$ cat src/rtl/dmac_pkg.sv
package dmac_pkg;

    typedef enum logic [3:0] {
        CMD_FREEZE = 4'd2,
        CMD_SKIP   = 4'd3,
        CMD_START  = 4'd4,
        CMD_STOP   = 4'd5,
        CMD_CLR_H  = 4'd6,
        CMD_CLR_HW = 4'd7
    } dmac_cmd_e;

    localparam logic [4:0] OFS_BASE  = 5'h00;
    localparam logic [4:0] OFS_CTRL  = 5'h04;
    localparam logic [4:0] OFS_COUNT = 5'h08;
    localparam logic [4:0] OFS_CADDR = 5'h0C;
    localparam logic [4:0] OFS_CCNT  = 5'h10;
    localparam logic [4:0] OFS_CMD   = 5'h14;

    localparam int CTL_DIR    = 29;
    localparam int CTL_SIZE   = 22;
    localparam int CTL_RELOAD = 18;
    localparam int CTL_HIE    = 17;
    localparam int CTL_DIE    = 16;

    typedef struct packed {
        logic done;
        logic half;
    } dmac_flags_t;

    function automatic logic [2:0] unit_step(input logic [1:0] size_code);
        case (size_code)
            2'd0:    unit_step = 3'd1;
            2'd1:    unit_step = 3'd2;
            default: unit_step = 3'd4;
        endcase
    endfunction

endpackage

$ cat src/rtl/dmac_channel.sv
module dmac_channel
    import dmac_pkg::*;
#(
    parameter int AW        = 32,
    parameter int CW        = 16,
    parameter bit HAS_EXTRA = 1'b0
) (
    input  logic          clk,
    input  logic          rst,
    input  logic          wr_en,
    input  logic [4:0]    wr_off,
    input  logic [31:0]   wdata,
    input  logic          dreq,
    output logic [AW-1:0] base_o,
    output logic [31:0]   ctrl_o,
    output logic [CW-1:0] count_o,
    output logic [AW-1:0] caddr_o,
    output logic [CW-1:0] ccnt_o,
    output dmac_flags_t   flags_o,
    output logic          held_o,
    output logic          strb_o,
    output logic [AW-1:0] strb_addr_o,
    output logic          strb_dir_o
);
    logic [AW-1:0] base_q, caddr_q, saddr_q;
    logic [31:0]   ctrl_q;
    logic [CW-1:0] count_q, ccnt_q, thr_q, nxt_cnt;
    logic          run_q, strb_q, sdir_q;
    dmac_flags_t   flg_q;
    logic          cmd_wr, take_req, take_skip, consume, hold_now;
    logic [3:0]    code;

    assign cmd_wr    = wr_en && (wr_off == OFS_CMD);
    assign code      = wdata[3:0];
    assign take_req  = !cmd_wr && dreq && run_q && !hold_now;
    assign take_skip = HAS_EXTRA && cmd_wr && (code == CMD_SKIP) && run_q && !hold_now;
    assign consume   = take_req || take_skip;
    assign nxt_cnt   = ccnt_q - CW'(1);

    generate
        if (HAS_EXTRA) begin : g_freeze
            logic hold_q;
            always_ff @(posedge clk) begin
                if (rst)
                    hold_q <= 1'b0;
                else if (cmd_wr && code == CMD_START)
                    hold_q <= 1'b0;
                else if (cmd_wr && code == CMD_FREEZE)
                    hold_q <= !hold_q;
            end
            assign hold_now = hold_q;
        end else begin : g_nofreeze
            assign hold_now = 1'b0;
        end
    endgenerate

    always_ff @(posedge clk) begin
        if (rst) begin
            base_q  <= '0;
            ctrl_q  <= '0;
            count_q <= '0;
            caddr_q <= '0;
            ccnt_q  <= '0;
            thr_q   <= '0;
            run_q   <= 1'b0;
            flg_q   <= '0;
            strb_q  <= 1'b0;
            saddr_q <= '0;
            sdir_q  <= 1'b0;
        end else begin
            strb_q <= take_req;
            if (take_req) begin
                saddr_q <= caddr_q;
                sdir_q  <= ctrl_q[CTL_DIR];
            end
            if (wr_en && wr_off == OFS_BASE)  base_q  <= wdata[AW-1:0];
            if (wr_en && wr_off == OFS_CTRL)  ctrl_q  <= wdata;
            if (wr_en && wr_off == OFS_COUNT) count_q <= wdata[CW-1:0];
            if (cmd_wr) begin
                case (code)
                    CMD_START: begin
                        caddr_q <= base_q;
                        ccnt_q  <= count_q;
                        thr_q   <= count_q >> 1;
                        run_q   <= (count_q != '0);
                    end
                    CMD_STOP:   run_q      <= 1'b0;
                    CMD_CLR_H:  flg_q.half <= 1'b0;
                    CMD_CLR_HW: flg_q      <= '0;
                    default: ;
                endcase
            end
            if (consume) begin
                caddr_q <= caddr_q + AW'(unit_step(ctrl_q[CTL_SIZE+:2]));
                ccnt_q  <= nxt_cnt;
                if (nxt_cnt == thr_q) flg_q.half <= 1'b1;
                if (nxt_cnt == '0) begin
                    flg_q.done <= 1'b1;
                    if (ctrl_q[CTL_RELOAD]) begin
                        caddr_q <= base_q;
                        ccnt_q  <= count_q;
                        thr_q   <= count_q >> 1;
                        run_q   <= (count_q != '0);
                    end else begin
                        run_q <= 1'b0;
                    end
                end
            end
        end
    end

    assign base_o      = base_q;
    assign ctrl_o      = ctrl_q;
    assign count_o     = count_q;
    assign caddr_o     = caddr_q;
    assign ccnt_o      = ccnt_q;
    assign flags_o     = flg_q;
    assign held_o      = hold_now;
    assign strb_o      = strb_q;
    assign strb_addr_o = saddr_q;
    assign strb_dir_o  = sdir_q;
endmodule

$ cat src/rtl/dmac_readmux.sv
module dmac_readmux
    import dmac_pkg::*;
#(
    parameter int NCH = 4,
    parameter int AW  = 32,
    parameter int CW  = 16,
    parameter int RAW = 8
) (
    input  logic [RAW-1:0] rd_addr,
    input  logic [AW-1:0]  base  [NCH],
    input  logic [31:0]    ctrl  [NCH],
    input  logic [CW-1:0]  count [NCH],
    input  logic [AW-1:0]  caddr [NCH],
    input  logic [CW-1:0]  ccnt  [NCH],
    input  dmac_flags_t    flags [NCH],
    output logic [31:0]    rdata,
    output logic           irq
);
    localparam int CIW       = (NCH > 1) ? $clog2(NCH) : 1;
    localparam int STAT_ADDR = NCH * 32;

    logic [RAW-6:0] chi;
    logic [CIW-1:0] ci;
    logic [4:0]     ofs;
    logic [31:0]    status;

    assign chi = rd_addr[RAW-1:5];
    assign ci  = chi[CIW-1:0];
    assign ofs = rd_addr[4:0];

    always_comb begin
        status = '0;
        irq    = 1'b0;
        for (int i = 0; i < NCH; i++) begin
            status[4*i]   = flags[i].done;
            status[4*i+1] = flags[i].half;
            irq = irq | (flags[i].done & ctrl[i][CTL_DIE])
                      | (flags[i].half & ctrl[i][CTL_HIE]);
        end
    end

    always_comb begin
        rdata = '0;
        if (rd_addr == RAW'(STAT_ADDR)) begin
            rdata = status;
        end else if (int'(chi) < NCH) begin
            case (ofs)
                OFS_BASE:  rdata = 32'(base[ci]);
                OFS_CTRL:  rdata = ctrl[ci];
                OFS_COUNT: rdata = 32'(count[ci]);
                OFS_CADDR: rdata = 32'(caddr[ci]);
                OFS_CCNT:  rdata = 32'(ccnt[ci]);
                default:   rdata = '0;
            endcase
        end
    end
endmodule

$ cat src/rtl/dma_chan_ctrl.sv
module dma_chan_ctrl
    import dmac_pkg::*;
#(
    parameter int NCH = 4,
    parameter int AW  = 32,
    parameter int CW  = 16,
    parameter int RAW = 8
) (
    input  logic             clk,
    input  logic             rst,
    input  logic             reg_wr,
    input  logic [RAW-1:0]   reg_addr,
    input  logic [31:0]      reg_wdata,
    output logic [31:0]      reg_rdata,
    input  logic [NCH-1:0]   dreq,
    output logic [NCH-1:0]   strb,
    output logic [NCH*AW-1:0] strb_addr,
    output logic [NCH-1:0]   strb_dir,
    output logic             irq
);
    logic [AW-1:0] base_a  [NCH];
    logic [31:0]   ctrl_a  [NCH];
    logic [CW-1:0] count_a [NCH];
    logic [AW-1:0] caddr_a [NCH];
    logic [CW-1:0] ccnt_a  [NCH];
    dmac_flags_t   flags_a [NCH];
    logic [NCH-1:0] held_v, flag_w, flag_h;
    logic           held0;

    generate
        for (genvar i = 0; i < NCH; i++) begin : g_ch
            logic sel;
            assign sel = reg_wr && (reg_addr[RAW-1:5] == (RAW-5)'(i));
            dmac_channel #(
                .AW(AW), .CW(CW), .HAS_EXTRA(i == 0)
            ) u_ch (
                .clk(clk), .rst(rst),
                .wr_en(sel), .wr_off(reg_addr[4:0]), .wdata(reg_wdata),
                .dreq(dreq[i]),
                .base_o(base_a[i]), .ctrl_o(ctrl_a[i]), .count_o(count_a[i]),
                .caddr_o(caddr_a[i]), .ccnt_o(ccnt_a[i]), .flags_o(flags_a[i]),
                .held_o(held_v[i]), .strb_o(strb[i]),
                .strb_addr_o(strb_addr[i*AW +: AW]), .strb_dir_o(strb_dir[i])
            );
            assign flag_w[i] = flags_a[i].done;
            assign flag_h[i] = flags_a[i].half;
        end
    endgenerate

    assign held0 = held_v[0];

    dmac_readmux #(.NCH(NCH), .AW(AW), .CW(CW), .RAW(RAW)) u_rd (
        .rd_addr(reg_addr),
        .base(base_a), .ctrl(ctrl_a), .count(count_a),
        .caddr(caddr_a), .ccnt(ccnt_a), .flags(flags_a),
        .rdata(reg_rdata), .irq(irq)
    );
endmodule

$ cat config.mk
export PLATFORM = sky130hd
export DESIGN_NAME = dma_chan_ctrl
export DESIGN_NICKNAME = d
export VERILOG_FILES = /design/src/rtl/dmac_pkg.sv /design/src/rtl/dmac_channel.sv /design/src/rtl/dmac_readmux.sv /design/src/rtl/dma_chan_ctrl.sv
export SDC_FILE = /design/constraint.sdc
export NUM_CORES = 2
export LEC_CHECK = 0
export BUFFER_PORTS_ARGS = -buffer_cell sky130_fd_sc_hd__buf_4
export CAP_MARGIN = 20
export CORE_MARGIN = 2
export CORE_UTILIZATION = 25
export DETAILED_ROUTE_END_ITERATION = 16
export PLACE_DENSITY_LB_ADDON = 0.3
export SYNTH_ARGS = -nofsm -noshare
export SYNTH_HDL_FRONTEND = slang
export SYNTH_HIERARCHICAL = 1
export SYNTH_SLANG_ARGS = --single-unit
$ cat constraint.sdc
create_clock -name clk -period 3.7 [get_ports clk]
set_clock_uncertainty 0.15 [all_clocks]
set_input_delay 0.185 -clock clk [delete_from_list [all_inputs] [get_ports clk]]
set_output_delay 0.185 -clock clk [all_outputs]
set_load 0.02 [all_outputs]
After elaboration in Yosys (flattened, before gate mapping)
Cells that the tools add are included.

word-level totals
  register bits after elaboration = 725
  word-level logic and storage cells = 300
  input port bits = 47
  output and inout port bits = 169

cells by class
  $lt $le $gt $ge = 2
  add/subtract/negate cells = 8
  eq/ne operators = 23
  multiplexer cells = 134
  reduce and logical (&&, ||, !) cells = 68
  bitwise operators = 16

operator list
  operator                 number
  $mux W32                 28
  $mux W16                 44
  $bmux W32 S2             3
  $pmux W32 S5             1
  $add A32 B3 Y32          4
  $bmux W16 S2             2
  $eq A16 B16 Y1           4
  $logic_not A16 Y1        4
  $reduce_bool A16 Y1      4
  $sub A16 B1 Y16 const B  4
  $logic_and A1 B1 Y1      34
  $mux W1                  32
  $mux W3                  8
  $pmux W3 S2              4
  $eq A4 B3 Y1 const B     4
  $mux W2                  8
  $reduce_bool A2 Y1       8
  $eq A5 B4 Y1 const B     2
  $eq A5 B5 Y1 const B     2
  $and A1 B1 Y1            8
  $eq A2 B1 Y1 const B     4
  $eq A4 B2 Y1 const B     2
  $eq A8 B8 Y1 const B     1
  $logic_not A2 Y1         4
  other kinds (14)         32

Depth between registers and ports, before layout
  depth after elaboration = 14
  mapped depth = 14
  mapped depth without buffers = 12

Hierarchy
The synthesis kept the hierarchy.

modules (own cells, without submodules)
  module                            seq. area each (um^2)  area an instance (um^2)  instances  cells an instance
  dmac_channel at g_ch[1].u_ch ...  3623.5                 8224.1                   2          1042
  dmac_channel at g_ch[0].u_ch      3643.5                 8326.7                   1          1078
  dmac_channel at g_ch[3].u_ch      3623.5                 8003.9                   1          1027
  dmac_readmux                      0.0                    4204.0                   1          340
  dma_chan_ctrl                     0.0                    50.0                     1          4

Worst setup path before layout
No wires, ideal clock.

  path kind = register to register
  start point = reg g_ch[3].u_ch.ccnt_q[0]
  end point = reg g_ch[3].u_ch.caddr_q[30]
  slack = 0.164 ns
  required time = 3.475 ns
  clock period less this slack = 3.536 ns
  arrival = 3.311 ns
  buffers on the path = 3
  stages on the path, launching flop included = 14
  library setup time = 0.075 ns
  path through = dfxtp_1 clkbuf_1 inv_1 ha_1 or3b_1 buf_2 or4_1 xor2_1 nand2_1 or4_1 o21ai_2 buf_4 a22oi_1 o22ai_1

between the ends
  cells in the longest elaborated chain, start to end = 4

RTL lines
  what                      line                 RTL
  start: declaration        dmac_channel.sv:27   logic [CW-1:0] count_q, ccnt_q, thr_q, nxt_cnt;
  start signal: assignment  dmac_channel.sv:83   ccnt_q <= count_q;
  start signal: assignment  dmac_channel.sv:95   ccnt_q <= nxt_cnt;
  start signal: assignment  dmac_channel.sv:101  ccnt_q <= count_q;
  $sub A16 B1 Y16           dmac_channel.sv:38   assign nxt_cnt = ccnt_q - CW'(1);
  $logic_not A16 Y1         dmac_channel.sv:97   if (nxt_cnt == '0) begin
  $mux W32                  dmac_channel.sv:97
  $mux W32                  dmac_channel.sv:93   if (consume) begin
  end signal: assignment    dmac_channel.sv:82   caddr_q <= base_q;
  end signal: assignment    dmac_channel.sv:94   caddr_q <= caddr_q + AW'(unit_step(ctrl_q[CTL_SIZE+:2]));
  end signal: assignment    dmac_channel.sv:100  caddr_q <= base_q;
  end: declaration          dmac_channel.sv:25   logic [AW-1:0] base_q, caddr_q, saddr_q;

No other way between the ends.
A chain may end at the register's enable or synchronous reset.

Worst setup path in the final report
  start point = reg g_ch[3].u_ch.ccnt_q[1]
  end point = reg g_ch[3].u_ch.ccnt_q[15]

between the ends
  cells in the longest elaborated chain, start to end = 4
  elaborated cells on any way between the ends = 5
  classes of those cells = add/sub: 1; mux: 3; reduce/logical: 1

RTL lines
  what                                                  line
  $sub A16 B1 Y16 *                                     dmac_channel.sv:38
  $logic_not A16 Y1 / $mux W16 (equally long branches)  dmac_channel.sv:97, dmac_channel.sv:99
  $mux W16 *                                            dmac_channel.sv:97
  $mux W16 *                                            dmac_channel.sv:93

Mark *: on every way between the ends. The rest lies on a longest branch, timed or not.

==> reports/results.txt <==
Run status: completed
CP delay by family, top: simple AND/OR/NAND/NOR gates
Max Clock Freq: 279 MHz
GR Overflow Total: 0
Slowest-stage cell, CP: or4_1
I/O Buffers: 215
Routed vias/inst: 5.58
Die ar.: 151000 µm²
CP Capture Type: flip-flop
Max Transition Viols Final: 0
Worst-path clk slew: 60 ps
Syn nets: 4598
Most common cell after layout, fill and taps aside: nand2_1
Clock root buffer: clkbuf_16
CTS tree: built
Vias in the first global route: 34300
CTS Sinks: 725
Total CTS buffers: 88
Switching power: 0.00424 W
Max-Cap Viols: 0
Most frequent cells in the layout: nand2_1 (1144), dfxtp_1 (725), a21oi_1 (686)
Combinational power share: 3.6%
Post-route DRC: 0
Initial Util: 25.1%
Share of total power in sequential cells: 45.0%
Final critical-path required period: 3590 ps
Drt total wl: 182000 µm
Crit Path Class: reg -> reg
Area Overhead vs Synth: 20.5%
Leakage: 15.2 nW
CTS HTree Levels: 3
Latest clock arrival within the worst-skew pair: 740 ps
CP arrival: 4000 ps
Ys Warns: 6
Syn Area/Cell: 8.17 µm²
P_int: 0.0131 W
Worst-margin pin slew: 1150 ps
Peak VDD IR: 0.371 mV
Layout cells sized above 1: 16.7%
Post-Syn Area: 37000 µm²
Core area: 147000 µm²
Critical path cell sequence: inv_1 -> ha_1 -> or3b_1 -> or4_1 -> xor2_1 -> nand2_1 -> o31ai_4 -> nand2_2 -> buf_12 -> nor2_1 -> a2111oi_0
First-pass GRT wire length: 257000 µm
Initial antenna violation count: 24
Largest net degree at the start of global routing: 184
WL/cell: 27.1 µm
Final hold vios: 0
# fillers: 15600
Multi-input logic area: 20800 µm²
Buf+Inv Stages, Crit Path: 2
Fin nets: 4786
Final period utilization: 96.9%
Worst hold-check path type: in -> reg
DRT iter0 DRCs: 5366
Detail Route Antenna Nets: 0
Die width: 389 µm
Critical Path Source Type: flip-flop
Pwr Density: 390 nW/µm²
Cells after synthesis: 4527
Routed via count: 37500
TritonRoute pass-1 iters: 6
Worst Path Max Fanout: 17
Core Rows: 141
Sw Share: 24.4%
Die Y: 389 µm
RD Place Congestion: 1.00
Max Root-Sink Buffers: 3
Slew HR: 23.4%
Setup TNS: 0 ps
GRT Total Usage: 23.3%
RSZ-0062 raised after global routing: yes
Crit path largest cell delay: 570 ps
Storage cell area: 14500 µm²
Clock share of power: 51.4%
Top-Level Pins: 216
Worst hold slack: 104 ps
WP data required: 4110 ps
Final-report setup violation count: 0
Hpwl dp: 133000 µm
==> sequential cells by signal, summed over array words and instances (netlist names), 8 cells and up <==
name / cells
g_ch.u_ch/base_o: 128
g_ch.u_ch/caddr_o: 128
g_ch.u_ch/ccnt_o: 64
g_ch.u_ch/count_o: 64
g_ch.u_ch/ctrl_o: 128
g_ch.u_ch/flags_o: 8
g_ch.u_ch/strb_addr_o: 128
g_ch.u_ch/thr_q: 64
==> final timing paths <==
| kind | slack [ps] | cells past startpoint | start | endpoint |
|---|---|---|---|---|
| worst min register to register | 300 | 2 | g_ch[2].u_ch/ctrl_o[3] | g_ch[2].u_ch/ctrl_o[3] |
| worst max-delay path | 110 | 11 | g_ch[3].u_ch/ccnt_o[1] | g_ch[3].u_ch/ccnt_o[15] |
| worst max register to register | 110 | 11 | g_ch[3].u_ch/ccnt_o[1] | g_ch[3].u_ch/ccnt_o[15] |
| worst min-delay path | 100 | 4 | reg_addr[4] | g_ch[0].u_ch/ctrl_o[23] |
==> what timing repair did <==
item	4_1_cts	5_1_grt
hold buffers	36	0
hold endpoints to repair	374	0
endpoints found under the setup margin	0	35
setup buffers	0	5
resized for setup	0	7
==> final cells by class <==
class                           instances  area share [%]
Inverter                               62           0.522
Clock inverter                         34           0.836
Antenna cell                            1         0.00561
Clock buffer                          126            5.73
Multi-Input combinational cell       3388            46.6
Sequential cell                       725            32.5
Timing Repair Buffer                  450            8.35
Tap cell                             1930            5.42
==> per-stage QoR <==
stage / cells / instance area (µm²) / setup slack, ps / power [W] / utilization (%)
CTS: 6709 / 44500 / 117 / 0.0175 / 30.2
global placement: 6511 / 41100 / 204 / 0.00857 / 27.9
floorplan: 4527 / 37000 / 164 / 0.00828 / -
detailed placement: 6513 / 41200 / 162 / 0.00857 / 28.0
global route: 6715 / 44600 / -49.8 / 0.0179 / 30.3
finish: 6716 / 44600 / 113 / 0.0174 / 30.3
==> worst min-delay path, cell delays in order <==
cell and delay, ps:
buf_4 300, nor2_4 260, nand2_1 120, a21oi_1 50
==> power by group through the flow <==
stage	clock network, W	registers (W)	logic, W
after CTS	0.00909	0.00782	0.000612
after global placement	0	0.00799	0.000577
final	0.00894	0.00782	0.000624
after floorplan	0	0.00798	0.000292
after global routing	0.00940	0.00781	0.000641
after detailed placement	0	0.00799	0.000578
==> metal layers <==
metal,up-vias,global-route usage [%],share of wire (%)
li1,16500,-,-
met1,18400,31.8,42
met2,2169,34.2,42
met3,382,6.13,11
met4,12,10.1,4.8
met5,-,0,0.042
Note: power is estimated with default switching activity, not from simulation.
